[src/rtl/dpt_pkg.sv]
package dpt_pkg;

  localparam int NUM_TMR = 2;

  // word index of each register (busAddr[4:2])
  localparam int REG_CTRL = 0;
  localparam int REG_TC1  = 1;
  localparam int REG_TC0  = 2;
  localparam int REG_PD1  = 3;
  localparam int REG_PD0  = 4;

  typedef enum logic [2:0] {
    PH_IDLE,
    PH_TMO,
    PH_PLS,
    PH_WDCNT,
    PH_WDRST,
    PH_WDDONE
  } phase_e;

  typedef enum logic [1:0] {
    SEL_TMO,
    SEL_PLS,
    SEL_DUR
  } load_sel_e;

  typedef struct packed {
    logic      load;
    load_sel_e sel;
    logic      dec;
  } cnt_strobe_t;

endpackage

[src/rtl/dpt_datapath.sv]
module dpt_datapath
  import dpt_pkg::*;
#(
  parameter int DATA_W = 32,
  parameter int ADDR_W = 5,
  parameter int CODE_W = 8,
  parameter logic [CODE_W-1:0] WD_CODE = '1
) (
  input  logic                        clk,
  input  logic                        rstN,
  input  logic [ADDR_W-1:0]           busAddr,
  input  logic                        busWrEn,
  input  logic [DATA_W-1:0]           busWrData,
  output logic [DATA_W-1:0]           busRdData,
  input  cnt_strobe_t [NUM_TMR-1:0]   strobe,
  output logic [NUM_TMR-1:0]          cntZero,
  output logic [NUM_TMR-1:0]          enable,
  output logic [NUM_TMR-1:0]          wdCode
);

  localparam int IDX_W = ADDR_W - 2;

  logic [IDX_W-1:0]   regIdx;
  logic [NUM_TMR-1:0] ctrlReg;
  logic [DATA_W-1:0]  tcReg [NUM_TMR];
  logic [DATA_W-1:0]  pdReg [NUM_TMR];
  logic [1:0]         unusedByteSel;

  assign regIdx        = busAddr[ADDR_W-1:2];
  assign unusedByteSel = busAddr[1:0];
  assign enable        = ctrlReg;

  always_ff @(posedge clk) begin
    if (!rstN) begin
      ctrlReg <= '0;
      for (int i = 0; i < NUM_TMR; i++) begin
        tcReg[i] <= '0;
        pdReg[i] <= '0;
      end
    end else if (busWrEn) begin
      case (int'(regIdx))
        REG_CTRL: ctrlReg  <= busWrData[NUM_TMR-1:0];
        REG_TC1:  tcReg[1] <= busWrData;
        REG_TC0:  tcReg[0] <= busWrData;
        REG_PD1:  pdReg[1] <= busWrData;
        REG_PD0:  pdReg[0] <= busWrData;
        default: ;
      endcase
    end
  end

  always_comb begin
    busRdData = '0;
    case (int'(regIdx))
      REG_CTRL: busRdData[NUM_TMR-1:0] = ctrlReg;
      REG_TC1:  busRdData = tcReg[1];
      REG_TC0:  busRdData = tcReg[0];
      REG_PD1:  busRdData = pdReg[1];
      REG_PD0:  busRdData = pdReg[0];
      default:  busRdData = '0;
    endcase
  end

  for (genvar i = 0; i < NUM_TMR; i++) begin : g_cnt
    logic [DATA_W-1:0] loadVal;
    logic [DATA_W-1:0] cnt;

    always_comb begin
      case (strobe[i].sel)
        SEL_TMO: loadVal = tcReg[i];
        SEL_PLS: loadVal = pdReg[i];
        default: loadVal = DATA_W'(tcReg[i][DATA_W-1:CODE_W]);
      endcase
    end

    // a phase of length N holds N-1 .. 0; zero is raised to one
    always_ff @(posedge clk) begin
      if (!rstN) begin
        cnt <= '0;
      end else if (strobe[i].load) begin
        cnt <= (loadVal == '0) ? '0 : loadVal - 1'b1;
      end else if (strobe[i].dec) begin
        cnt <= cnt - 1'b1;
      end
    end

    assign cntZero[i] = (cnt == '0);
    assign wdCode[i]  = (tcReg[i][CODE_W-1:0] == WD_CODE);
  end

endmodule

[src/rtl/dpt_control.sv]
module dpt_control
  import dpt_pkg::*;
#(
  parameter bit HAS_WDOG = 1'b0
) (
  input  logic        clk,
  input  logic        rstN,
  input  logic        enable,
  input  logic        wdCode,
  input  logic        cntZero,
  output cnt_strobe_t strobe,
  output logic        sqOut,
  output logic        irqOut,
  output logic        rstOut
);

  phase_e phase;
  phase_e phaseNext;
  logic   doneNext;

  always_comb begin
    strobe    = '{load: 1'b0, sel: SEL_TMO, dec: 1'b0};
    phaseNext = phase;
    doneNext  = 1'b0;
    if (!enable) begin
      phaseNext = PH_IDLE;
    end else begin
      case (phase)
        PH_IDLE: begin
          strobe.load = 1'b1;
          if (HAS_WDOG && wdCode) begin
            phaseNext  = PH_WDCNT;
            strobe.sel = SEL_PLS;
          end else begin
            phaseNext  = PH_TMO;
            strobe.sel = SEL_TMO;
          end
        end
        PH_TMO: begin
          if (cntZero) begin
            phaseNext   = PH_PLS;
            strobe.load = 1'b1;
            strobe.sel  = SEL_PLS;
          end else begin
            strobe.dec = 1'b1;
          end
        end
        PH_PLS: begin
          if (cntZero) begin
            phaseNext   = PH_TMO;
            strobe.load = 1'b1;
            strobe.sel  = SEL_TMO;
            doneNext    = 1'b1;
          end else begin
            strobe.dec = 1'b1;
          end
        end
        PH_WDCNT: begin
          if (cntZero) begin
            phaseNext   = PH_WDRST;
            strobe.load = 1'b1;
            strobe.sel  = SEL_DUR;
          end else begin
            strobe.dec = 1'b1;
          end
        end
        PH_WDRST: begin
          if (cntZero) begin
            phaseNext = PH_WDDONE;
          end else begin
            strobe.dec = 1'b1;
          end
        end
        default: phaseNext = phase;
      endcase
    end
  end

  always_ff @(posedge clk) begin
    if (!rstN) begin
      phase  <= PH_IDLE;
      irqOut <= 1'b0;
    end else begin
      phase  <= phaseNext;
      irqOut <= doneNext;
    end
  end

  assign sqOut  = (phase == PH_PLS);
  assign rstOut = (phase == PH_WDRST);

endmodule

[src/rtl/dual_phase_timer.sv]
module dual_phase_timer
  import dpt_pkg::*;
#(
  parameter int DATA_W = 32,
  parameter int ADDR_W = 5,
  parameter int CODE_W = 8,
  parameter logic [CODE_W-1:0] WD_CODE = '1
) (
  input  logic              clk,
  input  logic              rstN,
  input  logic [ADDR_W-1:0] busAddr,
  input  logic              busWrEn,
  input  logic [DATA_W-1:0] busWrData,
  output logic [DATA_W-1:0] busRdData,
  output logic              tmr0Sq,
  output logic              tmr1Sq,
  output logic              tmr1Irq,
  output logic              wdRstReq
);

  cnt_strobe_t [NUM_TMR-1:0] strobe;
  logic [NUM_TMR-1:0] cntZero;
  logic [NUM_TMR-1:0] enable;
  logic [NUM_TMR-1:0] wdCode;
  logic [NUM_TMR-1:0] sqVec;
  logic [NUM_TMR-1:0] irqVec;
  logic [NUM_TMR-1:0] rstVec;
  logic               unusedOuts;

  dpt_datapath #(
    .DATA_W (DATA_W),
    .ADDR_W (ADDR_W),
    .CODE_W (CODE_W),
    .WD_CODE(WD_CODE)
  ) u_dp (
    .clk      (clk),
    .rstN     (rstN),
    .busAddr  (busAddr),
    .busWrEn  (busWrEn),
    .busWrData(busWrData),
    .busRdData(busRdData),
    .strobe   (strobe),
    .cntZero  (cntZero),
    .enable   (enable),
    .wdCode   (wdCode)
  );

  for (genvar i = 0; i < NUM_TMR; i++) begin : g_tmr
    dpt_control #(
      .HAS_WDOG(i == 0)
    ) u_ctrl (
      .clk    (clk),
      .rstN   (rstN),
      .enable (enable[i]),
      .wdCode (wdCode[i]),
      .cntZero(cntZero[i]),
      .strobe (strobe[i]),
      .sqOut  (sqVec[i]),
      .irqOut (irqVec[i]),
      .rstOut (rstVec[i])
    );
  end

  assign tmr0Sq     = sqVec[0];
  assign tmr1Sq     = sqVec[1];
  assign tmr1Irq    = irqVec[1];
  assign wdRstReq   = rstVec[0];
  assign unusedOuts = irqVec[0] ^ rstVec[1];

endmodule

[config.mk]
export PLATFORM = sky130hd
export DESIGN_NAME = dual_phase_timer
export DESIGN_NICKNAME = d
export VERILOG_FILES = /design/src/rtl/dpt_pkg.sv /design/src/rtl/dpt_datapath.sv /design/src/rtl/dpt_control.sv /design/src/rtl/dual_phase_timer.sv
export SDC_FILE = /design/constraint.sdc
export NUM_CORES = 1
export LEC_CHECK = 0
export ABC_AREA = 1
export BUFFER_PORTS_ARGS = -buffer_cell sky130_fd_sc_hd__buf_2
export CAP_MARGIN = 20
export CELL_PAD_IN_SITES_DETAIL_PLACEMENT = 0
export CELL_PAD_IN_SITES_GLOBAL_PLACEMENT = 1
export CORE_MARGIN = 2
export CORE_UTILIZATION = 41
export CTS_BUF_LIST = sky130_fd_sc_hd__clkbuf_4 sky130_fd_sc_hd__clkbuf_8 sky130_fd_sc_hd__clkbuf_16
export CTS_CLUSTER_SIZE = 30
export DETAILED_ROUTE_END_ITERATION = 8
export MAX_ROUTING_LAYER = met4
export PLACE_DENSITY_LB_ADDON = 0.1
export SETUP_SLACK_MARGIN = 0.15
export SLEW_MARGIN = 0
export SYNTH_ARGS = -nofsm -noshare
export SYNTH_HDL_FRONTEND = slang
export SYNTH_SLANG_ARGS = --single-unit
[constraint.sdc]
create_clock -name clk -period 12.57 [get_ports clk]
set_input_delay 1.257 -clock clk [delete_from_list [all_inputs] [get_ports clk]]
set_output_delay 1.257 -clock clk [all_outputs]
set_load 0.02 [all_outputs]
**After elaboration in Yosys (flattened, before gate mapping)**

Memories as Yosys holds them, arrays and structs flattened.
Cells that the tools add are included.

- Muxes and demuxes: 58
- Reduce and logical (&&, ||, !) cells: 21
- Add/sub/neg operators: 4
- Bitwise logic cells: 4
- Eq/ne operators: 23

Operator list:

| kind | number |
|---|---|
| $mux W32 | 10 |
| $logic_not A32 Y1 | 4 |
| $pmux W32 S2 | 2 |
| $sub A32 B1 Y32 const B | 4 |
| $pmux W30 S4 | 1 |
| $mux W3 | 14 |
| $pmux W3 S5 | 2 |
| $pmux W3 S4 | 2 |
| $mux W1 | 23 |
| $eq A3 B2 Y1 const B | 6 |
| $ne A2 B1 Y1 const B | 8 |
| $pmux W2 S5 | 1 |
| $reduce_and A5 Y1 | 2 |
| $reduce_bool A5 Y1 | 2 |
| $eq A3 B1 Y1 const B | 3 |
| $eq A3 B3 Y1 const B | 3 |
| $logic_not A3 Y1 | 3 |
| $eq A8 B8 Y1 const B | 1 |
| $mux W4 | 2 |
| $reduce_or A4 Y1 | 2 |
| $reduce_and A2 Y1 | 3 |
| $eq A2 B1 Y1 const B | 2 |
| $logic_not A2 Y1 | 2 |
| $or A1 B1 Y1 | 4 |
| other kinds (3) | 4 |

- Memories: 2
- Bits in writable memories: 128
- Register bits: 73
- Output and inout bits: 36
- Word-level logic and storage cells: 118

Memories:

| memory | depth | width | read ports | clocked after memory_dff | wr ports | line | source |
|---|---|---|---|---|---|---|---|
| u_dp.pdReg | 2 | 32 | 2 | 0 | 2 | dpt_datapath.sv:26 | `logic [DATA_W-1:0] pdReg [NUM_TMR];` |
| u_dp.tcReg | 2 | 32 | 2 | 0 | 2 | dpt_datapath.sv:25 | `logic [DATA_W-1:0] tcReg [NUM_TMR];` |

**Longest topological paths before layout**

Gate-level depths: netlist of the first run.
An unclocked memory read counts as a cell.

- Depth in word-level cells: 10
- Depth in mapped cells: 24
- Gate-level depth less buffers: 23

**Hierarchy**

From an unflattened synthesis of the first run, not the netlist that was laid out.

- Cell total of the unflattened synthesis: 2046
- Area, all modules: 13835.8 µm²

Modules (own cells, without submodules):

| module | cells an instance | area an instance (µm²) | instances |
|---|---|---|---|
| dpt_datapath | 1973 | 13376.6 | 1 |
| dpt_control at g_tmr[0].u_ctrl | 39 | 246.5 | 1 |
| dpt_control at g_tmr[1].u_ctrl | 34 | 212.7 | 1 |

**Worst setup path after synthesis of the first run**

OpenSTA, ideal clock, no wires.

- Path kind: input port to flip-flop
- Start point: input busAddr[2]
- End point: memory u_dp.tcReg[0][0], enable pin
- Library setup time: 0.466 ns
- Cell stages on the path: 3
- Arrival time: 4.472 ns
- Required time: 12.104 ns
- Path slack: 7.632 ns
- Cells stage by stage: nor3_1 -> clkinv_1 -> o21ai_0

RTL lines:

| what | line | source |
|---|---|---|
| from (decl) | dual_phase_timer.sv:11 | `input logic [ADDR_W-1:0] busAddr,` |
| to (decl) | dpt_datapath.sv:25 |  |

**Worst setup path in the final report of the first run**

- Start point: input busAddr[3]
- End point: output busRdData[13]

- Cells in the longest elaborated chain, start to end: 2

Ends and longest elaborated chain:

| what | line | source |
|---|---|---|
| $eq A3 B3 Y1 (tied with other cells) | dpt_datapath.sv:54 | `case (int'(regIdx))` |
| $pmux W30 S4 * | dpt_datapath.sv:54 |  |
| to (decl) | dual_phase_timer.sv:14 | `output logic [DATA_W-1:0] busRdData,` |

Mark *: on every way between the ends. The rest lies on a longest branch, timed or not.

==> results.txt, run 1 <==
Run status: finished, final reports clean
Slew Limit Headroom: 37.13%
CTS tree: yes
Total GRT Usage: 28.74%
GRT Residual Overflow: 0
Die Y-Extent: 188.4 microns
# diodes: 0
Total setup buffers inserted after CTS: 0
Share of cells above drive strength 1: 15.93%
Grt met2 use: 44.79%
Ys Warns: 0
Setup Crit Path Kind: primary input to primary output
Mapped cell area: 0.01394 sq mm
H-Tree Depth: 1
Initial DRC Count: 1,013
DRT Pass-1 Iters: 5
Inst Count DP: 2,410
Total routed wirelength: 49.42 mm
Synth Area in Adders: 0.6102%
Pin count of the biggest net entering global routing: 74
Clock power share: 38.3%
Clock transition at path regs: 50 ps
Antenna violations before repair: 0
Sw power: 627.7 uW
Clock tree root driver cell: clkbuf_16
Layer with the highest usage: met2
Peak supply drop: 116.3 uV
Area growth, synth to finish: 11.76%
Syn_nets: 1,981
Internal power: 1317 uW
Port buffer count: 73
Fmax: 214.0 MHz
Core area: 0.03353 sq mm
Worst r2r src: u_dp.tcReg[0][4]
Area of the multi-input gates: 0.007477 sq mm
Filler cells: 3,502
Pleak: 0.006744 uW
Placer Congestion: 0.9590
Critical path endpoint category: primary output
Hold Startpoint: g_tmr[1].u_ctrl.phase[0]
Final HPWL DP: 37.32 mm
Met1 capacity usage during global routing: 39.78%
Multiplexer share of the synthesized area: 0%
R2R depth: 16
Fin crit period: 4673 ps
I/O pin total: 76
Largest family of logic cells by synthesized area: simple AND/OR/NAND/NOR gates
RR Endpoint: u_dp.g_cnt[0].cnt[17]
Synth cell count leaders: nand2_1 (422), nor2_1 (330), inv_1 (209)
Crit-path cells: buf_2, nor2_1, nand2_1, inv_1, buf_4, nand2_1, o2111ai_1, buf_2
WL/cell: 20.11 microns
Vias in the first global route: 12,680
Synth unique cells: 61
CP Data Required Time: 11,310 ps
First-pass GRT wire length: 76.01 mm
Simple-gate share of the synthesized area: 37.37%
Synthesized flop and latch total: 201
RSZ-0062 raised after global routing: no
Slowest stage delay, CP: 540 ps
Via count: 13,460
Combinational Power Share: 21.2%
Sink Count: 201
Hold Path Sink: g_tmr[1].u_ctrl.phase[0]
Post-DRT Antenna Nets: 0
Post-synthesis average cell area: 7.206 sq um
DRC Markers: 0
Via density: 5.476
Worst hold path class: flip-flop to flip-flop
Syn Inst Count: 1,935
Post-synth top area cell: edfxtp_1
Flop pwr share: 40.5%
Final cell count without fillers: 2,457
TNS Setup: 0 ps
Top-count cell post-synth: nand2_1
FF+latch area: 0.005305 sq mm
Xor and xnor fraction of the mapped netlist area: 2.324%
Worst Setup Start Kind: primary input
Initial Util: 41.58%
Slowest stage cell on the critical path: inv_1
Asr flop ratio synth: 0%
Switching Share: 32.28%
CTS Hold Bufs: 0
Most common flop cell mapped by yosys: edfxtp_1
Final setup viols: 0
Final hold vios: 0
Worst Tran Pin Value: 940.8 ps
Top cell type's share of synthesized area: 27.57%
GR Util met3: 3.334%
Worst reg-to-reg setup slack: 8100 ps
Worst-Skew Late Latency: 570 ps
Final Slew Violations: 0
Synth Area in Compound Gates: 12.85%
TritonCTS buffer count: 25
Die W: 188.4 microns
# Max-Cap Violations: 0
CP arrival: 3420 ps
PostCTS Resize Cnt: 0
Sequential share of the synthesized area: 38.05%
Hold path cells: 2
Die area: 0.03550 sq mm
Nets: 2,036
Worst-case clock buffer depth: 3
Crit-path max FO: 16
Top cells by area, synth: edfxtp_1 (28%), nand2_1 (11%), dfxtp_1 (10%), nor2_1 (8.9%), inv_1 (5.6%)
Post-Route Skew: 33.69 ps
Standard-cell rows: 67
Post-synth EDFFs: 128
Power per cell area: 124.8 mW/mm^2
Period utilization: 37.17%
-- through the flow --
step / total power, uW / hold slack, ps / utilization, % / cell area [sq um] / setup WS, ps
after detailed placement: 1207 / 503.4 / 43.88 / 14710 / 7920
after CTS: 1948 / 510.2 / 46.39 / 15560 / 7922
final: 1945 / 511.0 / 46.47 / 15580 / 7897
after floorplan: 1086 / 466.2 / - / 13940 / 7632
after global placement: 1203 / 495.5 / 43.88 / 14710 / 7954
after global routing: 2031 / 540.5 / 46.47 / 15580 / 7744
-- cells by family (layout without fill, tap and decap cells) --
kind of cell             Yosys count  in the layout
AND/OR/NAND/NOR                 1091           1091
XOR/XNOR                          37             37
AO/OA/AOI/OAI                    303            303
buffers and inverters            296            370
flip-flops                       201            201
adder cells (fa/ha/maj)            7              7
-- registers in the layout (all words and copies together) (netlist names) --
name                 flops
u_dp.g_cnt.cnt          64
u_dp.pdReg              64
g_tmr.u_ctrl.phase       6
u_dp.enable              2
g_tmr.u_ctrl.irqOut      1
u_dp.tcReg              64
-- layer usage --
metal  wire (microns)  vias up  part of all wire, %
met2            22490      463                   46
met5                0        -                    0
met1            22470     6377                   45
met4             1315        0                  2.7
met3             3132       81                  6.3
li1                 -     6534                    -
-- cell usage in the layout, fill, tap and decap left out, drive strengths merged, types with 2 or more instances in the layout --
cell      instances
a211oi            2
a21oi           105
a221o             8
a22oi             3
a31oi             9
buf              91
bufinv            3
clkbuf           29
clkinv            9
clkinvlp          6
dfxtp            73
edfxtp          128
ha                6
inv             232
nand2           442
nand3           175
nand3b           14
nand4            38
nor2            378
nor3             26
o2111ai          19
o21a              5
o21ai           130
o21bai            2
o22ai             9
o31ai             5
or2              15
xnor2             9
xor2             28
-- worst max-delay path, delay by kind of cell --
kind	cells	cell delay [ps]
buffers and inverters	4	1250
AO/OA/AOI/OAI	1	150
AND/OR/NAND/NOR	3	740
-- power groups by stage --
| stage | combinational (uW) | clock (uW) | sequential (uW) |
|---|---|---|---|
| 6_report | 412 | 746 | 787 |
| 5_1_grt | 459 | 781 | 791 |
| 4_1_cts | 410 | 752 | 786 |
| 3_5_place_dp | 408 | 0 | 799 |
| 3_3_place_gp | 404 | 0 | 799 |
| 2_1_floorplan | 299 | 0 | 786 |
-- cell type report --
class	instances	area share [%]
Clock buffer	29	4.207
Clock inverter	17	1.196
Inverter	233	5.636
Multi-Input combinational cell	1438	47.98
Sequential cell	201	34.04
Tap cell	448	3.597
Timing Repair Buffer	91	3.340
-- worst max-delay path by stage --
stage	from	endpoint	depth (start not counted)
finish	busAddr[3]	busRdData[13]	8
detailed placement	busAddr[3]	busRdData[6]	8
CTS	busAddr[3]	busRdData[6]	8
floorplan	busAddr[2]	u_dp.tcReg[0][0]	3
global route	u_dp.g_cnt[0].cnt[0]	u_dp.g_cnt[0].cnt[17]	19
global placement	busAddr[3]	busRdData[10]	8
(Power assumes the default switching activity.)
==> run 2, diff against run 1 <==
==> constraint.sdc (replaced) <==
create_clock -name clk -period 3.8 [get_ports clk]
set_input_delay 0.38 -clock clk [delete_from_list [all_inputs] [get_ports clk]]
set_output_delay 0.38 -clock clk [all_outputs]
set_load 0.02 [all_outputs]
==> run 2 against run 1 <==
  * Total power increased to 3.4 times the previous value
  * Setup slack got worse by 7500 ps
  * Largest cell class unchanged
  * Routed wire length increased by 0.42%
==> results.txt, run 2 (synthesis gave the netlist of run 1 again) <==
Run status: finished, final reports clean (unchanged)
Critical path endpoint category: flip-flop (was primary output)
Most frequent cells in the layout: nand2_1 (421), nor2_1 (327), inv_1 (209) (was nand2_1 (422), nor2_1 (330), inv_1 (209))
First-pass GRT wire length: 75.69 mm (was 76.01 mm)
Fmax: 291.1 MHz
Port buffer count: 73 (unchanged)
Post-Route Skew: 25.63 ps (was 33.69 ps)
Die area: 0.03550 sq mm (unchanged)
Crit-path max FO: 17 (was 16)
Worst Setup Start Kind: flip-flop (was primary input)
Worst-Skew Late Latency: 550 ps (was 570 ps)
Period utilization: 90.42%
TNS Setup: 0 ps (unchanged)
Clock power share: 38.2% (was 38.3%)
Core area: 0.03353 sq mm (unchanged)
Slowest stage cell on the critical path: dfxtp_1 (was inv_1)
Setup Crit Path Kind: flip-flop to flip-flop (was primary input to primary output)
DRT Pass-1 Iters: 7 (was 5)
Combinational Power Share: 21.7% (was 21.2%)
Final core occ: 48.28% (was 46.47%)
Crit-path cells: inv_1, ha_1, nand2_2, nor2_8, nand2_2, nor2_8, o211ai_4, nand2_1, nand2_1, nor2_2, nand2_1, nor2_1, nand2_1, nor2_1, nand2_2, nand2_4, inv_4, nand3_1, a21oi_1 (was buf_2, nor2_1, nand2_1, inv_1, buf_4, nand2_1, o2111ai_1, buf_2)
Pleak: 0.007110 uW (was 0.006744 uW)
Slowest stage delay, CP: 340 ps (was 540 ps)
CTS tree: yes (unchanged)
Flop pwr share: 40.0% (was 40.5%)
Worst hold path class: primary input to flip-flop (was flip-flop to flip-flop)
Clock tree root driver cell: clkbuf_16 (unchanged)
Sw power: 2072 uW (was 627.7 uW)
Total GRT Usage: 28.70% (was 28.74%)
Final HPWL DP: 38.56 mm (was 37.32 mm)
Fin crit period: 3436 ps
Worst Tran Pin Value: 824.0 ps (was 940.8 ps)
Post-DRT Antenna Nets: 0 (unchanged)
H-Tree Depth: 1 (unchanged)
Critical path origin: u_dp.g_cnt[1].cnt[0] (was busAddr[3])
Vias in the first global route: 12,720 (was 12,680)
Placer Congestion: 0.9403 (was 0.9590)
# Max-Cap Violations: 0 (unchanged)
Hold Startpoint: busWrData[1] (was g_tmr[1].u_ctrl.phase[0])
CP Data Required Time: 4220 ps (was 11,310 ps)
Antenna violations before repair: 0 (unchanged)
Final hold vios: 0 (unchanged)
Filler cells: 3,453 (was 3,502)
Total routed wirelength: 49.62 mm (was 49.42 mm)
Worst-case clock buffer depth: 3 (unchanged)
Switching Share: 31.79% (was 32.28%)
Worst r2r src: u_dp.g_cnt[1].cnt[0] (was u_dp.tcReg[0][4])
Nets: 2,103 (was 2,036)
DRC Markers: 0 (unchanged)
CP arrival: 3860 ps (was 3420 ps)
Area growth, synth to finish: 16.10% (was 11.76%)
Initial Util: 41.58% (unchanged)
Standard-cell rows: 67 (unchanged)
WL/cell: 19.66 microns (was 20.11 microns)
Power per cell area: 402.6 mW/mm^2 (was 124.8 mW/mm^2)
Final Slew Violations: 0 (unchanged)
Final setup viols: 0 (unchanged)
Peak supply drop: 389.3 uV (was 116.3 uV)
Final cell count without fillers: 2,524 (was 2,457)
CTS Hold Bufs: 0 (unchanged)
Die Y-Extent: 188.4 microns (unchanged)
Initial DRC Count: 1,168 (was 1,013)
I/O pin total: 76 (unchanged)
Crit path top cell by count: nand2_1
Sink Count: 201 (unchanged)
Internal power: 4445 uW (was 1317 uW)
TritonCTS buffer count: 25 (unchanged)
Via count: 13,510 (was 13,460)
Via density: 5.352 (was 5.476)
Pin count of the biggest net entering global routing: 47 (was 74)
Share of cells above drive strength 1: 18.74% (was 15.93%)
Clock transition at path regs: 60 ps (was 50 ps)
RSZ-0062 raised after global routing: no (unchanged)
Inst Count DP: 2,474 (was 2,410)
Most common cell after layout, fill and taps aside: nand2_1 (unchanged)
Largest regs: u_dp.g_cnt.cnt: 64 flops, u_dp.pdReg: 64 flops, u_dp.tcReg: 64 flops (unchanged)
GRT Residual Overflow: 0 (unchanged)
# diodes: 0 (unchanged)
Die W: 188.4 microns (unchanged)
Slew Limit Headroom: 45.00% (was 37.13%)
## run 2: path summary, 6_finish.rpt
path | depth (start not counted) | slack [ps] | endpoint
min reg2reg | 2 | 510 | g_tmr[1].u_ctrl.phase[0]
max reg2reg | 19 | 360 | u_dp.g_cnt[1].cnt[17]
min | 3 | 160 | u_dp.enable[1]
max | 19 | 360 | u_dp.g_cnt[1].cnt[17]
## run 2: repair_timing
| item | 4_1_cts | 5_1_grt |
|---|---|---|
| pin swaps | 1 | 4 |
| setup endpoints to repair | 4 | 31 |
| cloned | 1 | 0 |
| setup buffers | 0 | 3 |
| gates resized for setup | 0 | 12 |
## run 2: critical path, delay by kind of cell (launching register included)
kind	cells	cell delay, ps
adders and majority gates	1	210
DFF	1	340
and+or+nand+nor	14	2230
AOI/OAI and AO/OA	2	320
buffers and inverters	2	210
## run 2: cell type report
type | instances | area [sq um] | share of cell area (%)
tap | 448 | 560.5 | 3.463
clock inverter | 19 | 217.7 | 1.345
multi-input combinational | 1439 | 7522 | 46.47
timing repair buffer | 157 | 1059 | 6.539
clock buffer | 27 | 640.6 | 3.957
inverter | 233 | 883.3 | 5.457
sequential | 201 | 5305 | 32.77
## run 2: routing by layer
metal | GRT usage (%) | wire length (microns) | vias to the layer above
met4 | 7.692 | 1569 | 0
met3 | 2.924 | 3009 | 77
li1 | - | - | 6650
met2 | 45.10 | 22270 | 427
met5 | - | 0 | -
met1 | 39.62 | 22780 | 6354
## run 2: power groups by stage
stage,clock network [uW],logic (uW),registers (uW)
global placement,0,1390,2650
floorplan,0,990,2600
finish,2490,1420,2610
detailed placement,0,1400,2650
global route,2630,1570,2620
CTS,2520,1410,2600
## run 2: stage by stage
step                hold slack, ps  power [uW]  worst slack, ps  instance area [sq um]
floorplan                    466.2        3590            235.4                  13940
global placement             492.0        4040            146.7                  15240
detailed placement           501.0        4048            102.3                  15240
CTS                          147.0        6533            220.6                  16110
global route                 195.3        6823            153.9                  16190
finish                       162.7        6517            364.2                  16190
